### src/rtl/lmp_pkg.sv
package lmp_pkg;
  typedef enum logic {
    SZ_BYTE = 1'b0,
    SZ_WORD = 1'b1
  } acc_size_e;
endpackage

### src/rtl/lmp_rst_sync.sv
module lmp_rst_sync (
  input  logic clk,
  input  logic rst_n,
  output logic rst_sync_n
);
  logic stage1_q, stage2_q;

  always_ff @(posedge clk or negedge rst_n) begin
    if (!rst_n) begin
      stage1_q <= 1'b0;
      stage2_q <= 1'b0;
    end else begin
      stage1_q <= 1'b1;
      stage2_q <= stage1_q;
    end
  end

  assign rst_sync_n = stage2_q;
endmodule

### src/rtl/lmp_decode.sv
module lmp_decode
  import lmp_pkg::*;
#(
  parameter int ADDR_W = 12,
  parameter int DATA_W = 16,
  localparam int LANES  = DATA_W / 8,
  localparam int LANE_W = $clog2(LANES),
  localparam int WIDX_W = ADDR_W - LANE_W
) (
  input  logic              clk,
  input  logic              rst_n,
  input  logic              req_valid,
  input  logic              req_write,
  input  acc_size_e         req_size,
  input  logic [ADDR_W-1:0] req_addr,
  input  logic [DATA_W-1:0] req_wdata,
  output logic              mem_en,
  output logic              mem_we,
  output logic [WIDX_W-1:0] mem_addr,
  output logic [LANES-1:0]  mem_be,
  output logic [DATA_W-1:0] mem_wdata,
  output logic [LANE_W-1:0] lane,
  output logic              misal
);
  logic is_word;

  assign lane     = req_addr[LANE_W-1:0];
  assign mem_addr = req_addr[ADDR_W-1:LANE_W];
  assign is_word  = (req_size == SZ_WORD);

  always_comb begin
    misal  = req_valid && is_word && (lane != '0);
    mem_en = req_valid && !misal;
    mem_we = mem_en && req_write;
    if (is_word) mem_be = '1;
    else         mem_be = LANES'(1) << lane;
  end

  // Write steering: a byte store copies the low register byte into every
  // lane, and the enables pick the one that lands.
  for (genvar g = 0; g < LANES; g++) begin : g_lane
    assign mem_wdata[g*8 +: 8] = is_word ? req_wdata[g*8 +: 8] : req_wdata[7:0];
  end

  p_misal_blocked_r8: assert property (@(posedge clk) disable iff (!rst_n)
    (req_valid && is_word && req_addr[0]) |-> !mem_en);
  p_word_all_lanes_r2: assert property (@(posedge clk) disable iff (!rst_n)
    (mem_en && is_word) |-> (mem_be == '1));
  p_byte_one_lane_r2: assert property (@(posedge clk) disable iff (!rst_n)
    (mem_en && !is_word) |-> ($countones(mem_be) == 1));
endmodule

### src/rtl/lmp_resp.sv
module lmp_resp
  import lmp_pkg::*;
#(
  parameter int DATA_W = 16,
  localparam int LANES  = DATA_W / 8,
  localparam int LANE_W = $clog2(LANES)
) (
  input  logic              clk,
  input  logic              rst_n,
  input  logic              mem_en,
  input  logic              mem_we,
  input  acc_size_e         req_size,
  input  logic [LANE_W-1:0] lane,
  input  logic              misal,
  input  logic [DATA_W-1:0] mem_rdata,
  output logic              rsp_valid,
  output logic [DATA_W-1:0] rsp_rdata,
  output logic              rsp_err
);
  logic              valid_q, valid_d;
  logic              err_q, err_d;
  logic              cap_en;
  logic [LANE_W-1:0] lane_q;
  acc_size_e         size_q;
  logic [7:0]        byte_sel;

  always_comb begin
    valid_d = mem_en && !mem_we;
    err_d   = misal;
    cap_en  = valid_d;
  end

  always_ff @(posedge clk or negedge rst_n) begin
    if (!rst_n) begin
      valid_q <= 1'b0;
      err_q   <= 1'b0;
      lane_q  <= '0;
      size_q  <= SZ_BYTE;
    end else begin
      valid_q <= valid_d;
      err_q   <= err_d;
      if (cap_en) begin
        lane_q <= lane;
        size_q <= req_size;
      end
    end
  end

  assign byte_sel = mem_rdata[lane_q*8 +: 8];

  always_comb begin
    if (!valid_q)                rsp_rdata = '0;
    else if (size_q == SZ_WORD)  rsp_rdata = mem_rdata;
    else                         rsp_rdata = {{(DATA_W-8){1'b0}}, byte_sel};
  end

  assign rsp_valid = valid_q;
  assign rsp_err   = err_q;

  p_rsp_after_read_r7: assert property (@(posedge clk) disable iff (!rst_n)
    (mem_en && !mem_we) |=> rsp_valid);
  p_no_rsp_after_write_r7: assert property (@(posedge clk) disable iff (!rst_n)
    (mem_en && mem_we) |=> !rsp_valid);
  p_err_follows_misal_r8: assert property (@(posedge clk) disable iff (!rst_n)
    misal |=> (rsp_err && !rsp_valid));
  p_byte_zero_ext_r5: assert property (@(posedge clk) disable iff (!rst_n)
    (rsp_valid && $past(req_size == SZ_BYTE)) |-> (rsp_rdata[DATA_W-1:8] == '0));
endmodule

### src/rtl/lane_mem_port.sv
module lane_mem_port
  import lmp_pkg::*;
#(
  parameter int ADDR_W = 12,
  parameter int DATA_W = 16,
  localparam int LANES  = DATA_W / 8,
  localparam int LANE_W = $clog2(LANES),
  localparam int WIDX_W = ADDR_W - LANE_W
) (
  input  logic              clk,
  input  logic              rst_n,
  input  logic              req_valid,
  input  logic              req_write,
  input  logic              req_size,
  input  logic [ADDR_W-1:0] req_addr,
  input  logic [DATA_W-1:0] req_wdata,
  output logic              mem_en,
  output logic              mem_we,
  output logic [WIDX_W-1:0] mem_addr,
  output logic [LANES-1:0]  mem_be,
  output logic [DATA_W-1:0] mem_wdata,
  input  logic [DATA_W-1:0] mem_rdata,
  output logic              rsp_valid,
  output logic [DATA_W-1:0] rsp_rdata,
  output logic              rsp_err
);
  logic              rst_int_n;
  acc_size_e         size_e;
  logic [LANE_W-1:0] lane;
  logic              misal;

  assign size_e = acc_size_e'(req_size);

  lmp_rst_sync u_rst (
    .clk        (clk),
    .rst_n      (rst_n),
    .rst_sync_n (rst_int_n)
  );

  lmp_decode #(.ADDR_W(ADDR_W), .DATA_W(DATA_W)) u_dec (
    .clk       (clk),
    .rst_n     (rst_int_n),
    .req_valid (req_valid),
    .req_write (req_write),
    .req_size  (size_e),
    .req_addr  (req_addr),
    .req_wdata (req_wdata),
    .mem_en    (mem_en),
    .mem_we    (mem_we),
    .mem_addr  (mem_addr),
    .mem_be    (mem_be),
    .mem_wdata (mem_wdata),
    .lane      (lane),
    .misal     (misal)
  );

  lmp_resp #(.DATA_W(DATA_W)) u_rsp (
    .clk       (clk),
    .rst_n     (rst_int_n),
    .mem_en    (mem_en),
    .mem_we    (mem_we),
    .req_size  (size_e),
    .lane      (lane),
    .misal     (misal),
    .mem_rdata (mem_rdata),
    .rsp_valid (rsp_valid),
    .rsp_rdata (rsp_rdata),
    .rsp_err   (rsp_err)
  );
endmodule

### config.mk
export PLATFORM = sky130hd
export DESIGN_NAME = lane_mem_port
export DESIGN_NICKNAME = d
export VERILOG_FILES = /design/src/rtl/lmp_pkg.sv /design/src/rtl/lmp_rst_sync.sv /design/src/rtl/lmp_decode.sv /design/src/rtl/lmp_resp.sv /design/src/rtl/lane_mem_port.sv
export SDC_FILE = /design/constraint.sdc
export NUM_CORES = 1
export LEC_CHECK = 0
export ABC_AREA = 0
export BUFFER_PORTS_ARGS = -buffer_cell sky130_fd_sc_hd__buf_2
export CORE_ASPECT_RATIO = 1.25
export CORE_MARGIN = 3
export CORE_UTILIZATION = 35
export CTS_BUF_LIST = sky130_fd_sc_hd__clkbuf_2
export CTS_CLUSTER_SIZE = 30
export DETAILED_ROUTE_END_ITERATION = 6
export PLACE_DENSITY = 0.95
export REMOVE_ABC_BUFFERS = 1
export SETUP_SLACK_MARGIN = 0.05
export SLEW_MARGIN = 20
export SYNTH_ARGS = -nofsm -noshare
export SYNTH_HDL_FRONTEND = slang
export SYNTH_SLANG_ARGS = --single-unit
### constraint.sdc
create_clock -name clk -period 2.06 [get_ports clk]
set_input_delay 0.103 -clock clk [delete_from_list [all_inputs] [get_ports clk]]
set_output_delay 0.103 -clock clk [all_outputs]
set_load 0.03 [all_outputs]
# == After elaboration in Yosys (flattened, before gate mapping) ==
# Cells that the tools add are included.
# word_totals
output_inout_bits,49
in_bits,49
ff_bits,6
word_cells,19
# classes
shifts,2
mux,4
reduce_logical,7
# ops
cell,count
$mux 16,2
$shiftx 16x5->8,1
$mux 8,1
$logic_and 1x1->1,5
$logic_not 1->1,2
$mux 2,1
$shl 1x1->2 const A,1

# == Logic depth before layout (Yosys ltp) ==
# depth
depth_word,7
depth_mapped,5
depth_no_buf,3

# == Modules after synthesis ==
# A second synthesis with hierarchy kept.
# unflattened
cells_unflattened,80
area_unflattened_um2,725.7
# modules_own_cells
module,cells_per_inst,area_each_um2,seq_area_each_um2,instances
lmp_resp,43,361.6,100.1,1
lmp_decode,34,310.3,0.0,1
lmp_rst_sync,3,53.8,50.0,1

# == Worst setup path before layout ==
# Ideal clock, no wire load.
# synth_timing
kind,input to output
from,input port req_size
to,output port mem_we
path_stages,3
setup_slack_ps,587
required_time_ps,1957
n_path_buf,1
arrival_time_ps,1370
path_cell_list,buf_6 -> a21boi_0 -> and2_1
# synth_between
elab_chain_len,5
# synth_lines
element,line,text
from (decl),lane_mem_port.sv:14,"input logic req_size,"
$logic_and 1x1->1 (2 in series),lmp_decode.sv:32,misal = req_valid && is_word && (lane != '0);
$logic_not 1->1,lmp_decode.sv:33,mem_en = req_valid && !misal;
$logic_and 1x1->1,lmp_decode.sv:33,
net mem_en,lane_mem_port.sv:17,"output logic mem_en,"
$logic_and 1x1->1,lmp_decode.sv:34,mem_we = mem_en && req_write;
to (decl),lane_mem_port.sv:18,"output logic mem_we,"
# The timed path passes the listed nets, and every way through them passes these cells.

# == Worst setup path in the final report ==
# layout_timing
from,register u_rsp.size_q
to,output port rsp_rdata[3]
# layout_between
elab_chain_len,2
# layout_lines
element,line,text
from (decl),lmp_resp.sv:24,acc_size_e size_q;
from (signal assigned),lmp_resp.sv:44,size_q <= req_size;
$mux 16,lmp_resp.sv:53,else if (size_q == SZ_WORD) rsp_rdata = mem_rdata;
$mux 16,lmp_resp.sv:52,if (!valid_q) rsp_rdata = '0;
to (decl),lane_mem_port.sv:24,"output logic [DATA_W-1:0] rsp_rdata,"
# No other way between the ends.

==> results.ini <==
[floorplanning]
coreArea_um2=2000
start_util_pct=37.3
die-area_um2=2730
num_rows=18
die_x_um=47.3
ios=98
die_h_um=57.7

[synthesis]
syn_inst=85
synth_top_cell_area_share_pct=20.1
avgSynthCellArea_um2=8.79
synth_area_leaders=buf_4, dfrtp_1, a21boi_2
synth_warnings=0
ys_ff_latch=6
synth_top_area_cell=buf_4
yosysSeqAreaShare_pct=20.1
synth_cell_type_count=21
netlist_area_um2=747

[power_and_ir_drop]
p_sw_share_pct=44.3
seq_power_share_pct=30.2
p_per_area_nw_per_um2=486
clockPowerShare_pct=16.3
p_int_mw=0.264
comb_power_share_pct=53.4
p_leak_nw=0.586
vdd_drop_max_v=0.000305
netSwitchingPower_mw=0.210

[worst_setup_path]
r2r-end=u_rsp.size_q
timing.rr.start=u_rsp.size_q
crit_fanout=11
startpoint_type=flop
cp-end-kind=output pin
reg2reg_slack_ns=1.28
worstPathArrival_ns=1.67
path_class=flop to output pin
rr_worst_depth=1
cp.required_ns=1.96

[detailed_routing]
finalWirelength_um=2270
antenna_left=0
wl_per_cell_um=14.2
dr.pass1.iters=2
vias_per_cell=4.94
drtIter0Drc=6
routed-via-count=786
drt_drc_violations_left=0

[flow_run]
drv_cap=0

[sta]
timing.final.crit_share_pct=85.9
max_slew_margin_pct=63.9
setup_viol=0
timing_hold_violations_final=0
setup_ws_ns=0.291
slew_violations=0
worstMarginPinSlew_ns=0.540
finClkSkew_ns=0.00271
fin_crit_ns=1.77
rsz0062_at_grt=no
fmax_mhz=565
setup_tns_ns=0

[layout]
final_nets=190
final-seq-area_um2=150
post-route-util_pct=48.6
n_antenna_cell=0
multi_input_area_um2=398
syn_to_final_growth_pct=30.3
drive_gt1_share_pct=75.5
fillers=187

[cts]
ctsHoldBuffers=1
cts_made_buffers=3
clockBufferDepth=2
cts_max_level=1
clock_latency_ns=0.21
post_cts_buffers=0
cts_resized=0
cts_sinks=6
clk_pin_slew_ns=0.06
cts_tree=built
cts_root_buf=clkbuf_2

[global_routing]
overflow=0
grt_usage_pct=17.6
grt_pass1_wl_um=3400
grt_pass1_vias=807
grt_start_max_net_pins=18
antenna_found_initial=0

[placed_design]
hpwl_um=2000
portBuffers=75
place.gp.congestion=0.800
place_ws_ns=0.512

[min_path]
hold_class=flop to asynchronous set/reset pin

[run_status]
status=finished clean

## cell type report
| type | instances | area share (%) |
|---|---|---|
| clock buffers | 3 | 1.54 |
| multi-input cells | 54 | 40.9 |
| repair buffers | 76 | 39.6 |
| well taps | 20 | 2.57 |
| flip-flops and latches | 6 | 15.4 |
## stage by stage
step | total power [mW] | hold slack (ns) | cell area [µm²] | instances
after floorplan | 0.285 | -0.193 | 548 | 60
after global placement | 0.393 | -0.112 | 948 | 155
after detailed placement | 0.398 | -0.112 | 948 | 155
after CTS | 0.478 | 0.0598 | 973 | 159
after global routing | 0.505 | 0.0720 | 973 | 159
final | 0.473 | 0.0544 | 973 | 159
## logic make-up after synthesis
| family | count (synthesis) | synth area share, % |
|---|---|---|
| buffers and inverters | 25 | 26.6 |
| and+or+nand+nor | 33 | 24.0 |
| AOI/OAI and AO/OA | 12 | 16.2 |
| DFF | 6 | 20.1 |
| muxes | 8 | 12.6 |
| other | 1 | 0.502 |
## routing by layer
| layer | GRT usage [%] | up-vias | part of all wire [%] |
|---|---|---|---|
| li1 | - | 370 | - |
| met1 | 12.0 | 354 | 23 |
| met2 | 34.5 | 60 | 59 |
| met3 | 11.8 | 2 | 17 |
| met4 | 4.74 | 0 | 0.40 |
| met5 | 0 | - | 0 |
## Yosys cell counts
| cell | n |
|---|---|
| nand2b_4 | 1 |
| conb_1 | 1 |
| and2_1 | 1 |
| o22a_1 | 1 |
| and3_1 | 1 |
| nand2_1 | 16 |
| a21boi_0 | 1 |
| clkbuf_1 | 1 |
| or2_2 | 1 |
| dfrtp_1 | 6 |
| buf_6 | 4 |
| a21oi_1 | 1 |
| a21boi_2 | 8 |
| nor2_1 | 2 |
| mux2_4 | 1 |
| mux2_2 | 7 |
| buf_4 | 20 |
| nand2b_1 | 2 |
| nor2b_1 | 1 |
| o22a_2 | 1 |
| and3_2 | 8 |
## worst max-delay path by stage
| stage | startpoint | to | slack [ns] | depth (start not counted) |
|---|---|---|---|---|
| 2_1_floorplan | req_valid | mem_we | 0.69 | 2 |
| 3_3_place_gp | u_rsp.size_q | rsp_rdata[1] | 0.61 | 4 |
| 3_5_place_dp | u_rsp.size_q | rsp_rdata[3] | 0.51 | 4 |
| 4_1_cts | u_rsp.size_q | rsp_rdata[3] | 0.27 | 4 |
| 5_1_grt | u_rsp.size_q | rsp_rdata[3] | 0.16 | 4 |
| 6_report | u_rsp.size_q | rsp_rdata[3] | 0.29 | 4 |
## sequential cells by signal, summed over array words and instances (netlist names)
| register | count |
|---|---|
| u_rsp.lane_q | 1 |
| u_rsp.rsp_err | 1 |
| u_rsp.rsp_valid | 1 |
| u_rsp.size_q | 1 |
| u_rst.rst_sync_n | 1 |
| u_rst.stage1_q | 1 |
## placed cells by master, fill, tap and decap left out, types with 2 or more instances in the layout
cell type	n
and3_2	8
mux2_2	7
nand2b_1	2
nor2_1	2
buf_2	75
a21boi_2	8
dfrtp_1	6
clkbuf_2	3
nand2_1	16
## power groups by stage
stage	Sequential [mW]	Clock, mW	Combinational (mW)
2_1_floorplan	0.145	0	0.140
3_3_place_gp	0.145	0	0.248
3_5_place_dp	0.145	0	0.253
4_1_cts	0.143	0.0794	0.255
5_1_grt	0.145	0.0893	0.271
6_report	0.143	0.0772	0.253
## critical path: stages, from the launching register on
cell      delay [ns]
dfrtp_1         0.46
nor2b_1         0.47
nand2_1         0.16
a21boi_2        0.15
buf_2           0.21
No activity file was read; power rests on OpenSTA's default activity.
